<file path="src/rtl/mksup_pkg.sv">
`timescale 1ns/1ps
package mksup_pkg;

   // per-channel supervision state
   typedef enum logic {
      CH_ARMED = 1'b0,
      CH_FAULT = 1'b1
   } ch_state_e;

   localparam int unsigned DEF_CHANNELS      = 8;
   localparam int unsigned DEF_SYNC_STAGES   = 2;
   localparam int unsigned DEF_DEBOUNCE      = 16;
   localparam int unsigned DEF_SETTLE        = 256;

endpackage

</file>
<file path="src/rtl/mksup_level_filter.sv">
`timescale 1ns/1ps
module mksup_level_filter #(
   parameter int unsigned SYNC_STAGES     = 2,
   parameter int unsigned DEBOUNCE_CYCLES = 16
) (
   input  logic clk,
   input  logic rst_n,
   input  logic din_async,
   output logic dout
);

   localparam int unsigned DW = (DEBOUNCE_CYCLES > 1) ? $clog2(DEBOUNCE_CYCLES) : 1;

   generate
      if (SYNC_STAGES < 2) begin : g_bad_sync
         $error("mksup_level_filter: SYNC_STAGES must be at least 2");
      end
      if (DEBOUNCE_CYCLES < 1) begin : g_bad_deb
         $error("mksup_level_filter: DEBOUNCE_CYCLES must be at least 1");
      end
   endgenerate

   logic [SYNC_STAGES-1:0] chain_q;
   logic                   synced;

   always_ff @(posedge clk or negedge rst_n) begin
      if (!rst_n) chain_q <= '0;
      else        chain_q <= {chain_q[SYNC_STAGES-2:0], din_async};
   end

   assign synced = chain_q[SYNC_STAGES-1];

   generate
      if (DEBOUNCE_CYCLES == 1) begin : g_no_debounce
         assign dout = synced;
      end else begin : g_debounce
         logic [DW-1:0] run_q;
         logic          level_q;

         always_ff @(posedge clk or negedge rst_n) begin
            if (!rst_n) begin
               run_q   <= '0;
               level_q <= 1'b0;
            end else if (synced == level_q) begin
               run_q <= '0;
            end else if (run_q == DW'(DEBOUNCE_CYCLES - 1)) begin
               run_q   <= '0;
               level_q <= synced;
            end else begin
               run_q <= run_q + 1'b1;
            end
         end

         assign dout = level_q;
      end
   endgenerate

endmodule

</file>
<file path="src/rtl/mksup_channel.sv">
`timescale 1ns/1ps
module mksup_channel
   import mksup_pkg::*;
#(
   parameter int unsigned SETTLE_CYCLES = 256
) (
   input  logic clk,
   input  logic rst_n,
   input  logic ptt_i,
   input  logic open_i,
   input  logic short_i,
   output logic talk_o,
   output logic fault_o
);

   localparam int unsigned CW = $clog2(SETTLE_CYCLES + 1);

   generate
      if (SETTLE_CYCLES < 2) begin : g_bad_settle
         $error("mksup_channel: SETTLE_CYCLES must be at least 2");
      end
   endgenerate

   ch_state_e     state_q, state_d;
   logic [CW-1:0] win_q, win_d;
   logic          win_run;
   logic          win_done;

   // armed: time a short seen with the key released
   // faulted: time a healthy line seen with the key released
   always_comb begin
      if (state_q == CH_ARMED) win_run = short_i & ~ptt_i & ~open_i;
      else                     win_run = ~short_i & ~ptt_i & ~open_i;
      win_done = win_run && (win_q == CW'(SETTLE_CYCLES - 1));
   end

   always_comb begin
      state_d = state_q;
      win_d   = '0;
      if (open_i) begin
         state_d = CH_FAULT;
      end else if (win_done) begin
         state_d = (state_q == CH_ARMED) ? CH_FAULT : CH_ARMED;
      end else if (win_run) begin
         win_d = win_q + 1'b1;
      end
   end

   always_ff @(posedge clk or negedge rst_n) begin
      if (!rst_n) begin
         state_q <= CH_ARMED;
         win_q   <= '0;
      end else begin
         state_q <= state_d;
         win_q   <= win_d;
      end
   end

   assign talk_o  = ptt_i & ~open_i & (state_q == CH_ARMED);
   assign fault_o = (state_q == CH_FAULT);

endmodule

</file>
<file path="src/rtl/mic_key_supervisor.sv">
`timescale 1ns/1ps
module mic_key_supervisor
   import mksup_pkg::*;
#(
   parameter int unsigned CHANNELS        = DEF_CHANNELS,
   parameter int unsigned SYNC_STAGES     = DEF_SYNC_STAGES,
   parameter int unsigned DEBOUNCE_CYCLES = DEF_DEBOUNCE,
   parameter int unsigned SETTLE_CYCLES   = DEF_SETTLE
) (
   input  logic                clk,
   input  logic                rst_n,
   input  logic [CHANNELS-1:0] ptt_async,
   input  logic [CHANNELS-1:0] line_open_async,
   input  logic [CHANNELS-1:0] line_short_async,
   output logic [CHANNELS-1:0] talk_en,
   output logic [CHANNELS-1:0] fault_flag
);

   generate
      if (CHANNELS < 1) begin : g_bad_channels
         $error("mic_key_supervisor: CHANNELS must be at least 1");
      end
   endgenerate

   logic [CHANNELS-1:0] ptt_clean;
   logic [CHANNELS-1:0] open_clean;
   logic [CHANNELS-1:0] short_clean;

   for (genvar c = 0; c < CHANNELS; c++) begin : g_chan
      mksup_level_filter #(
         .SYNC_STAGES    (SYNC_STAGES),
         .DEBOUNCE_CYCLES(DEBOUNCE_CYCLES)
      ) u_ptt_filt (
         .clk      (clk),
         .rst_n    (rst_n),
         .din_async(ptt_async[c]),
         .dout     (ptt_clean[c])
      );

      mksup_level_filter #(
         .SYNC_STAGES    (SYNC_STAGES),
         .DEBOUNCE_CYCLES(DEBOUNCE_CYCLES)
      ) u_open_filt (
         .clk      (clk),
         .rst_n    (rst_n),
         .din_async(line_open_async[c]),
         .dout     (open_clean[c])
      );

      mksup_level_filter #(
         .SYNC_STAGES    (SYNC_STAGES),
         .DEBOUNCE_CYCLES(DEBOUNCE_CYCLES)
      ) u_short_filt (
         .clk      (clk),
         .rst_n    (rst_n),
         .din_async(line_short_async[c]),
         .dout     (short_clean[c])
      );

      mksup_channel #(
         .SETTLE_CYCLES(SETTLE_CYCLES)
      ) u_ctl (
         .clk    (clk),
         .rst_n  (rst_n),
         .ptt_i  (ptt_clean[c]),
         .open_i (open_clean[c]),
         .short_i(short_clean[c]),
         .talk_o (talk_en[c]),
         .fault_o(fault_flag[c])
      );
   end

endmodule

</file>
<file path="config.mk">
export PLATFORM = sky130hd
export DESIGN_NAME = mic_key_supervisor
export DESIGN_NICKNAME = d
export VERILOG_FILES = /design/src/rtl/mksup_pkg.sv /design/src/rtl/mksup_level_filter.sv /design/src/rtl/mksup_channel.sv /design/src/rtl/mic_key_supervisor.sv
export SDC_FILE = /design/constraint.sdc
export NUM_CORES = 1
export LEC_CHECK = 0
export ABC_AREA = 1
export BUFFER_PORTS_ARGS = -buffer_cell sky130_fd_sc_hd__buf_2
export CORE_UTILIZATION = 62
export CTS_CLUSTER_SIZE = 30
export DETAILED_ROUTE_END_ITERATION = 10
export PLACE_DENSITY = 0.8
export SYNTH_ARGS = -nofsm -noshare
export SYNTH_HDL_FRONTEND = slang
export SYNTH_HIERARCHICAL = 1
export SYNTH_SLANG_ARGS = --single-unit
</file>
<file path="constraint.sdc">
create_clock -name clk -period 2 [get_ports clk]
set_input_delay 0.4 -clock clk [delete_from_list [all_inputs] [get_ports clk]]
set_output_delay 0.4 -clock clk [all_outputs]
set_load 0.005 [all_outputs]
</file>
# --- Word-level counts from Yosys, hierarchy flattened ---
# Cells that the tools add are included.
# Widths: inputs -> output; s select.
word_totals:
  reg_bits: 248
  output_inout_bits: 16
  elab_cells: 424
classes:
  add_sub_neg: 32
  n_eq_ne: 56
  n_mux: 104
  n_bitwise: 104
  reduce_logical: 40
op_table:
  columns: ["op", "count"]
  rows:
  - ["$mux 9", 24]
  - ["$mux 4", 48]
  - ["$add 4x1->4 const B", 24]
  - ["$eq 4x4->1 const B", 24]
  - ["$add 9x1->9 const B", 8]
  - ["$eq 9x8->1 const B", 8]
  - ["$not 1->1", 56]
  - ["$and 1x1->1", 48]
  - ["$reduce_and 2->1", 24]
  - ["$mux 1", 32]
  - ["$eq 1x1->1", 24]
  - ["$reduce_bool 2->1", 8]
  - ["$logic_and 1x1->1", 8]

# --- Logic depth before layout (Yosys ltp) ---
# Gate-level depths: netlist of the first run.
logic_depth:
  word_depth: 7
  mapped_depth: 11

# --- Hierarchy ---
# The synthesis of the first run kept the hierarchy.
modules_own_cells:
  columns: ["mod", "n_inst", "cells_each", "area_per_inst_um2", "seq_area_each_um2"]
  rows:
  - ["mksup_level_filter", 24, 28, 275.3, 175.2]
  - ["mksup_channel", 8, 67, 563.0, 250.2]

# --- Least setup slack after synthesis of the first run ---
# Ideal clock, no wire load.
synth_path:
  path_kind: "register to register"
  start: "register g_chan[0].u_ctl.win_q[0]"
  end: "register g_chan[0].u_ctl.win_q[6]"
  t_arrival_ps: 1509
  required_ps: 1931
  slack_ps: 422
  stages_incl_launch_ff: 12
  path_buffers: 0
  cell_sequence: "dfrtp_1 > ha_1 > nand2_1 > nor2_4 > nand3_1 > nor2_1 > ha_1 > nor2_1 > inv_1 > nor2_4 > nand2_1 > nor2_2"
synth_via:
  elab_chain_len: 4
  elab_cells_between_ends: 6
synth_lines:
  columns: ["item", "line_no", "source"]
  rows:
  - ["from (decl)", "mksup_channel.sv:25", "logic [CW-1:0] win_q, win_d;"]
  - ["from (signal assigned)", "mksup_channel.sv:55", "win_q <= win_d;"]
  - ["$add 9x1->9 or $eq 9x8->1 (tied branches)", "mksup_channel.sv:45, mksup_channel.sv:34", null]
  - ["$mux 9 or $logic_and 1x1->1 (tied branches)", "mksup_channel.sv:44, mksup_channel.sv:34", null]
  - ["$mux 9 (*)", "mksup_channel.sv:42", "end else if (win_done) begin"]
  - ["$mux 9 (*)", "mksup_channel.sv:40", "if (open_i) begin"]
  - ["net g_chan[0].u_ctl.win_d[6]", "mksup_channel.sv:25", null]
# The timed path passes the listed nets; every way through them passes the cells marked *.
# A chain may end at the register's enable or synchronous reset.

# --- Worst setup path in the final report of the first run ---
layout_path:
  start: "register g_chan[4].u_ptt_filt.g_debounce.level_q"
  end: "output talk_en[4]"
layout_via:
  elab_chain_len: 2
layout_lines:
  columns: ["item", "line_no", "source"]
  rows:
  - ["from (decl)", "mksup_level_filter.sv:38", "logic level_q;"]
  - ["from (signal assigned)", "mksup_level_filter.sv:48", "level_q <= synced;"]
  - ["$and 1x1->1 (2 in a row)", "mksup_channel.sv:59", "assign talk_o = ptt_i & ~open_i & (state_q == CH_ARMED);"]
  - ["to (decl)", "mic_key_supervisor.sv:15", "output logic [CHANNELS-1:0] talk_en,"]
# No other way between the ends.

==> impl_metrics.toml, run 1 <==
[outcome]
status = "complete, no violations"

[sta]
finClkSkew_ns = 0.0182
max_freq_mhz = 537
hold_slack_ns = 0.346
fin_tns_setup_ns = 0
rsz0062_at_grt = "no"
slew_headroom_pct = 77.6
period_needed_ns = 1.86
maxSlewViolCount = 0
finalSetupViolCount = 0
tightest_slew_ns = 0.337
period_share_pct = 93.1
layout_setup_ws_ns = 0.137
hold_viol = 0

[power_and_ir_drop]
p_leak_uw = 0.00621
finalPower_uw = 10700
p_per_area_nw_per_um2 = 832
vdd_ir_drop_max_mv = 0.764

[setup_path]
crit_path_max_fanout = 4
path_class = "reg -> out"
path_depth = 3
cp_num_buf_inv = 2
crit_family = "flip-flops"
rrSetupSlack_ns = 0.22
cp_slowest_stage_delay_ns = 0.39
reg2reg_depth = 9
slowest_stage = "dfrtp_1"
reg2reg_to = "g_chan[4].u_ctl/win_q[0]"
critPathLaunchType = "flop"
crit_required_ns = 1.60
cp-startpoint = "g_chan[4].u_ptt_filt/dout"
crit_chain = "inv_1, nor3_1, buf_2"
crit_end = "talk_en[4]"
worstSetupEndpointType = "output port"
arrival_ns = 1.46
r2r_start = "g_chan[4].u_ctl/win_q[0]"

[clock_tree]
cts_tree = "built"
path_clk_slew_ns = 0.06
cts_root_buf = "clkbuf_16"
clock_latency_ns = 0.52
clockBufferDepth = 3
cts_sinks = 248
numCtsBuffers = 26
h-tree-depth = 1

[placement]
dp_hpwl_mm = 12.0
placed_cell_area_sq_um = 11700
io_buffers = 41
place.gp.congestion = 0.778
place_ws_ns = 0.216

[floorplan]
die_w_um = 136
start_util_pct = 63.8
ioPinCount = 42
die_height_um = 136
core_area_sq_um = 17400
std_cell_rows = 48
dieArea_sq_um = 18500

[drt]
drtPass1Iterations = 4
drc = 0
viasPerCell = 5.01
postRouteAntennaNets = 0
drt_wl_total_mm = 18.2
drtIter0Drc = 336
wl_per_cell_um = 11.7
dr_total_vias = 7763

[synthesis]
yosysSeqAreaShare_pct = 55.9
synth_nets = 1274
netlist_instances = 1208
synth_cell_types = 21
netlist.area_leader.share_pct = 55.9
synth_area_sq_um = 11100
yosys_register_bits = 248
syn_avg_cell_area_sq_um = 9.20
synth.largest_area_cell = "dfrtp_1"
synth-warning-count = 6
yosys-top-cells-area = "dfrtp_1 56%, nand2_1 8.1%, inv_1 6.5%"

[global_route]
grt_max_degree = 59
grt_pass1_wl_mm = 32.5
overflow = 0
grt_usage_pct = 21.4
grt_pass1_vias = 7857
antenna_found_initial = 0

[layout]
n_antenna_cell = 0
nNetsFinal = 1373
stdcell_area_sq_um = 12800
syn_to_final_growth_pct = 15.5
drive_gt1_share_pct = 13.3

[min_path]
hp-class = "reg -> reg"

[run]
cap_viol_max_count = 0
[metal layers]
layer  global-route usage (%)  vias up  share of wire [%]
met2                     39.5       91                 51
met1                     25.6     3645                 44
met3                     3.65       34                2.9
met5                        0        -                  0
met4                     5.93        0                2.4
li1                         -     3993                  -
[cell usage after synthesis]
cell / n
nor3_1: 8
nand2_4: 8
a21oi_1: 16
nor2_2: 24
nand3_4: 8
xor2_1: 8
xnor2_1: 24
inv_2: 8
nand4_1: 32
nor2_4: 16
o21bai_1: 8
o21ai_1: 32
ha_1: 40
inv_1: 192
nand2_2: 8
nand2_1: 240
nand3_1: 96
nor3_2: 8
nand4_2: 8
nor2_1: 176
dfrtp_1: 248
[state kept, by name (all words and copies together), names as in the netlist]
register	cells
g_chan.u_ctl/win_q	72
g_chan.u_open_filt/g_debounce.run_q	32
g_chan.u_ptt_filt/g_debounce.run_q	32
g_chan.u_short_filt/g_debounce.run_q	32
g_chan.u_open_filt/chain_q	16
g_chan.u_ptt_filt/chain_q	16
g_chan.u_short_filt/chain_q	16
g_chan.u_ctl/fault_o	8
g_chan.u_open_filt/dout	8
g_chan.u_ptt_filt/dout	8
g_chan.u_short_filt/dout	8
[worst min-delay path by stage]
stage	start	endpoint	slack [ns]	cells past startpoint
after floorplan	rst_n	g_chan[0].u_ctl/fault_o	0.10	0
after global placement	rst_n	g_chan[0].u_short_filt/chain_q[1]	0.31	1
after detailed placement	rst_n	g_chan[0].u_short_filt/chain_q[1]	0.31	1
after CTS	g_chan[4].u_open_filt/chain_q[0]	g_chan[4].u_open_filt/chain_q[1]	0.35	0
after global routing	g_chan[0].u_short_filt/chain_q[0]	g_chan[0].u_short_filt/chain_q[1]	0.35	0
final	g_chan[5].u_ptt_filt/chain_q[0]	g_chan[5].u_ptt_filt/chain_q[1]	0.35	0
[power breakdown]
part	internal [uW]	switching, uW
combinational	217	304
sequential	5190	146
clock	2950	1860
total	8360	2310
[area by class of cell]
cell class | count | area [sq um]
Sequential cell | 248 | 6210
Multi-Input combinational cell | 760 | 4160
Clock buffer | 39 | 781
Fill cell | 1198 | 4590
Tap cell | 225 | 282
Inverter | 200 | 751
Timing Repair Buffer | 71 | 553
Clock inverter | 8 | 101
[worst reg2reg max path, cell delays in order, from the launching register on]
cell     delay, ns
dfrtp_1       0.41
ha_1          0.22
nand2_1       0.13
nor2_4        0.06
nand3_1       0.09
nor2_1        0.06
ha_1          0.22
nor2_2        0.14
nand4_2       0.19
nor2_1        0.18
[what timing repair did]
item                       CTS  global route
setup endpoints to repair    0             6
hold endpoints to repair    57             0
hold buffers                25             0
resized for setup            0             1
setup buffers                0             0
[layout by cell type (no fill, tap or decap), types with 4 or more instances in the layout]
master         instances
a21oi_1               16
buf_12                 4
buf_2                 40
clkbuf_1               6
clkbuf_16             27
clkbuf_8               6
clkinv_2               5
dfrtp_1              248
dlygate4sd3_1         25
ha_1                  40
inv_1                192
inv_2                  8
nand2_1              240
nand2_2                8
nand2_4                8
nand3_1               96
nand3_4                8
nand4_1               32
nand4_2                8
nor2_1               175
nor2_2                25
nor2_4                16
nor3_1                 8
nor3_2                 8
o21ai_1               32
o21bai_1               8
xnor2_1               24
xor2_1                 8
[stage by stage]
step | instances | utilization (%)
global route | 1551 | 73.7
global placement | 1479 | 67.1
CTS | 1551 | 73.6
floorplan | 1208 | -
detailed placement | 1479 | 67.1
finish | 1551 | 73.7
[kinds of logic after synthesis]
group | Yosys count | share of synthesized area, %
AOI/OAI and AO/OA | 56 | 2.70
xor gates and xnor gates | 32 | 2.52
adders and majority gates | 40 | 4.50
buffers and inverters | 200 | 6.76
DFF | 248 | 55.9
and+or+nand+nor | 632 | 27.7
Power figures use the tool's default switching activity.
==> run 2, diff against run 1 <==
--- a/config.mk
+++ b/config.mk
@@ -7,6 +7,7 @@
 export LEC_CHECK = 0
 export ABC_AREA = 1
 export BUFFER_PORTS_ARGS = -buffer_cell sky130_fd_sc_hd__buf_2
+export CORE_MARGIN = 10
 export CORE_UTILIZATION = 62
 export CTS_CLUSTER_SIZE = 30
 export DETAILED_ROUTE_END_ITERATION = 10
==> impl_metrics.toml, run 2 (synthesized netlist as in run 1, its figures left out) <==
[floorplan]
std_cell_rows = 48
dieArea_sq_um = 23700
die_height_um = 154
ioPinCount = 42
die_w_um = 154
start_util_pct = 63.8
core_area_sq_um = 17400

[layout]
final_cell_mix = "248 x dfrtp_1, 240 x nand2_1, 192 x inv_1"
nNetsFinal = 1377
final_common_cell = "dfrtp_1"
drive_gt1_share_pct = 13.2
largest_register = "g_chan.u_ctl/win_q"
syn_to_final_growth_pct = 15.4
largest_reg_flops = 72
n_antenna_cell = 0

[min_path]
hold_depth = 0
holdPathEnd = "g_chan[7].u_short_filt/chain_q[1]"
hp-start = "g_chan[7].u_short_filt/chain_q[0]"
hp-class = "reg -> reg"

[sta]
slew_headroom_pct = 63.3
finalSetupViolCount = 0
fin_tns_setup_ns = 0
period_share_pct = 92.1
max_freq_mhz = 543
hold_viol = 0
finClkSkew_ns = 0.0174
tightest_slew_ns = 0.551
period_needed_ns = 1.84
hold_slack_ns = 0.346
maxSlewViolCount = 0
rsz0062_at_grt = "no"

[drt]
drtPass1Iterations = 4
drt_wl_total_mm = 18.3
postRouteAntennaNets = 0
drtIter0Drc = 383
viasPerCell = 5.00
dr_total_vias = 7782
drc = 0
wl_per_cell_um = 11.8

[setup_path]
arrival_ns = 1.44
reg2reg_to = "g_chan[4].u_ctl/win_q[2]"
worstSetupEndpointType = "output port"
r2r_start = "g_chan[4].u_ctl/win_q[0]"
reg2reg_depth = 9
crit_required_ns = 1.60
critPathLaunchType = "flop"
crit_path_max_fanout = 4
path_class = "reg -> out"
rrSetupSlack_ns = 0.18

[clock_tree]
numCtsBuffers = 26
cts_root_buf = "clkbuf_16"
cts_tree = "built"
clock_latency_ns = 0.52
h-tree-depth = 1
clockBufferDepth = 3
post_cts.repair.setup_buffers = 0
path_clk_slew_ns = 0.06
cts_sinks = 248

[placement]
io_buffers = 41
place.gp.congestion = 0.788
dp_hpwl_mm = 12.6

[global_route]
grt_pass1_vias = 7885
antenna_found_initial = 0
grt_pass1_wl_mm = 33.2
grt_usage_pct = 15.7
overflow = 0
grt_max_degree = 70

[power_and_ir_drop]
vdd_ir_drop_max_mv = 0.706
p_leak_uw = 0.00619
p_per_area_nw_per_um2 = 818
finalPower_uw = 10500

[run]
cap_viol_max_count = 0

[outcome]
status = "complete, no violations"
==> run 2: cell count changes in the layout (fill, tap and decap cells not counted), sizes merged <==
cell / delta
clkinv: -3
clkinvlp: +2
buf: +4
bufinv: -1
clkbuf: +2
==> run 2: power breakdown <==
| part | internal, uW | switching, uW |
|---|---|---|
| registers | 5200 | 146 |
| logic | 224 | 306 |
| clock network | 2760 | 1860 |
| total | 8170 | 2310 |
==> run 2: final cells by class <==
| class | instances | area, sq um |
|---|---|---|
| clock buffer | 41 | 767 |
| clock inverter | 6 | 71.3 |
| fill | 1221 | 4590 |
| inverter | 200 | 751 |
| multi-input combinational | 760 | 4160 |
| sequential | 248 | 6210 |
| tap | 225 | 282 |
| timing repair buffer | 75 | 583 |
==> run 2: worst max-delay path, cell delays in order, from the launching register on <==
cell and delay [ns]:
dfrtp_1 0.39, inv_1 0.13, nor3_1 0.23, buf_2 0.17
==> run 2: timing repair <==
action | in CTS | in global routing
setup endpoints to repair | 0 | 1
hold endpoints to repair | 84 | 0
hold buffers | 25 | 0
gates resized for setup | 0 | 1
==> run 2: metal layers <==
layer	track usage [%]	vias to the layer above	wire length [um]
met5	0	-	0
met4	4.54	0	467
met3	2.87	34	530
met2	28.3	80	9230
met1	18.7	3663	8080
li1	-	4005	-
==> run 2: how the worst max path moves through the flow <==
stage | depth (start not counted) | endpoint | slack (ns) | startpoint
after detailed placement | 9 | g_chan[4].u_ctl/win_q[2] | 0.20 | g_chan[4].u_ctl/win_q[0]
after global placement | 9 | g_chan[7].u_ctl/win_q[2] | 0.27 | g_chan[7].u_ctl/win_q[0]
after CTS | 3 | talk_en[3] | 0.14 | g_chan[3].u_ptt_filt/dout
final | 3 | talk_en[3] | 0.16 | g_chan[3].u_ptt_filt/dout
after floorplan | 11 | g_chan[0].u_ctl/win_q[6] | 0.42 | g_chan[0].u_ctl/win_q[0]
after global routing | 9 | g_chan[0].u_ctl/win_q[3] | 0.02 | g_chan[0].u_ctl/win_q[0]
==> run 2: stage by stage <==
step | setup slack, ns | util [%] | cell area, sq um | instances
floorplan | 0.422 | - | 11100 | 1208
global placement | 0.270 | 67.3 | 11700 | 1483
detailed placement | 0.204 | 67.3 | 11700 | 1483
CTS | 0.140 | 73.6 | 12800 | 1555
global route | 0.0158 | 73.6 | 12800 | 1555
finish | 0.158 | 73.6 | 12800 | 1555
==> run 3, diff against run 2 <==
--- a/config.mk
+++ b/config.mk
@@ -11,6 +11,7 @@
 export CORE_UTILIZATION = 62
 export CTS_CLUSTER_SIZE = 30
 export DETAILED_ROUTE_END_ITERATION = 10
+export MAX_ROUTING_LAYER = met4
 export PLACE_DENSITY = 0.8
 export SYNTH_ARGS = -nofsm -noshare
 export SYNTH_HDL_FRONTEND = slang
==> impl_metrics.toml, run 3 (synthesized netlist as in run 1, its figures left out) <==
[outcome]
status = "complete, no violations"

[setup_path]
arrival_ns = 1.44
crit_path_max_fanout = 4
rrSetupSlack_ns = 0.18
worstSetupEndpointType = "output port"
r2r_start = "g_chan[4].u_ctl/win_q[0]"
crit_required_ns = 1.60
path_class = "reg -> out"
reg2reg_depth = 9
critPathLaunchType = "flop"
reg2reg_to = "g_chan[4].u_ctl/win_q[2]"

[clock_tree]
cts_root_buf = "clkbuf_16"
clock_latency_ns = 0.52
path_clk_slew_ns = 0.06
h-tree-depth = 1
cts_tree = "built"
clockBufferDepth = 3
post_cts.repair.setup_buffers = 0
numCtsBuffers = 26
cts_sinks = 248

[placement]
dp_hpwl_mm = 12.6
place.gp.congestion = 0.799
io_buffers = 41
dp.cells = 1483

[min_path]
hp-class = "reg -> reg"
holdPathEnd = "g_chan[7].u_short_filt/chain_q[1]"
hp-start = "g_chan[7].u_short_filt/chain_q[0]"
hold_depth = 0

[sta]
hold_viol = 0
rsz0062_at_grt = "no"
period_needed_ns = 1.84
fin_tns_setup_ns = 0
period_share_pct = 92.1
finClkSkew_ns = 0.0176
slew_headroom_pct = 63.3
max_freq_mhz = 543
finalSetupViolCount = 0
maxSlewViolCount = 0
tightest_slew_ns = 0.551

[layout]
ff_latch_area_sq_um = 6210
multi_input_area_sq_um = 4160
syn_to_final_growth_pct = 15.4
final_cell_mix = "248 x dfrtp_1, 240 x nand2_1, 192 x inv_1"
fillers = 1221
drive_gt1_share_pct = 13.2
final_common_cell = "dfrtp_1"
largest_register = "g_chan.u_ctl/win_q"
n_antenna_cell = 0
final-instance-count-excl-fill = 1555
nNetsFinal = 1377
largest_reg_flops = 72

[drt]
wl_per_cell_um = 11.8
drc = 0
postRouteAntennaNets = 0
dr_total_vias = 7783
drtPass1Iterations = 4
drtIter0Drc = 379
drt_wl_total_mm = 18.3
viasPerCell = 5.01

[global_route]
grt_max_degree = 70
grt_pass1_vias = 7886
grt_pass1_wl_mm = 33.2
grt_usage_pct = 16.2
antenna_found_initial = 0
overflow = 0

[floorplan]
std_cell_rows = 48
start_util_pct = 63.8
die_height_um = 154
dieArea_sq_um = 23700
core_area_sq_um = 17400
ioPinCount = 42
die_w_um = 154

[run]
cap_viol_max_count = 0

[power_and_ir_drop]
p_sw_uw = 2310
pwr-share-seq_pct = 50.9
combPwrFrac_pct = 5.1
vdd_ir_drop_max_mv = 0.706
p_int_uw = 8170
p_leak_uw = 0.00619
finalPower_uw = 10500
p_per_area_nw_per_um2 = 818
clkPwrFrac_pct = 44.0
sw_frac_of_total_pct = 22.0
-- run 3: cell counts in the layout (fill, tap and decap cells not counted) --
Identical to the previous run, type by type.
-- run 3: what timing repair did --
item	4_1_cts	5_1_grt
setup endpoints to repair	0	1
hold endpoints to repair	84	0
resized for setup	0	1
hold buffers	25	0
-- run 3: worst max path at each step --
stage	startpoint	end	slack [ns]	cells after the start
after floorplan	g_chan[0].u_ctl/win_q[0]	g_chan[0].u_ctl/win_q[6]	0.42	11
after global placement	g_chan[7].u_ctl/win_q[0]	g_chan[7].u_ctl/win_q[2]	0.27	9
after detailed placement	g_chan[4].u_ctl/win_q[0]	g_chan[4].u_ctl/win_q[2]	0.20	9
after CTS	g_chan[3].u_ptt_filt/dout	talk_en[3]	0.14	3
after global routing	g_chan[0].u_ctl/win_q[0]	g_chan[0].u_ctl/win_q[3]	0.02	9
final	g_chan[3].u_ptt_filt/dout	talk_en[3]	0.16	3
-- run 3: area by class of cell --
class | instances | area share, %
flip-flops and latches | 248 | 48.4
multi-input cells | 760 | 32.5
repair buffers | 75 | 4.55
well taps | 225 | 2.20
inverters | 200 | 5.85
clock buffers | 41 | 5.98
clock inverters | 6 | 0.556
-- run 3: power groups by stage --
stage,sequential [uW],combinational (uW),clock [uW]
5_1_grt,5360,621,4960
2_1_floorplan,5400,286,0
3_3_place_gp,5420,479,0
6_report,5340,530,4610
4_1_cts,5340,544,4770
3_5_place_dp,5430,500,0
-- run 3: stage by stage --
step                      cell area (sq um)  hold slack [ns]  setup slack, ns  utilization [%]
final                                 12800            0.346            0.158             73.6
after global placement                11700            0.332            0.270             67.3
after CTS                             12800            0.348            0.140             73.6
after floorplan                       11100            0.104            0.422                -
after detailed placement              11700            0.335            0.204             67.3
after global routing                  12800            0.355           0.0158             73.6
-- run 3: worst max-delay path, stage by stage (launching register included) --
cell and delay, ns:
dfrtp_1 0.39, inv_1 0.13, nor3_1 0.23, buf_2 0.17
-- run 3: per-layer routing --
layer | track usage (%) | wire, um
met3 | 2.73 | 493
met1 | 18.8 | 8120
met4 | 4.54 | 469
met5 | - | 0
met2 | 28.3 | 9220
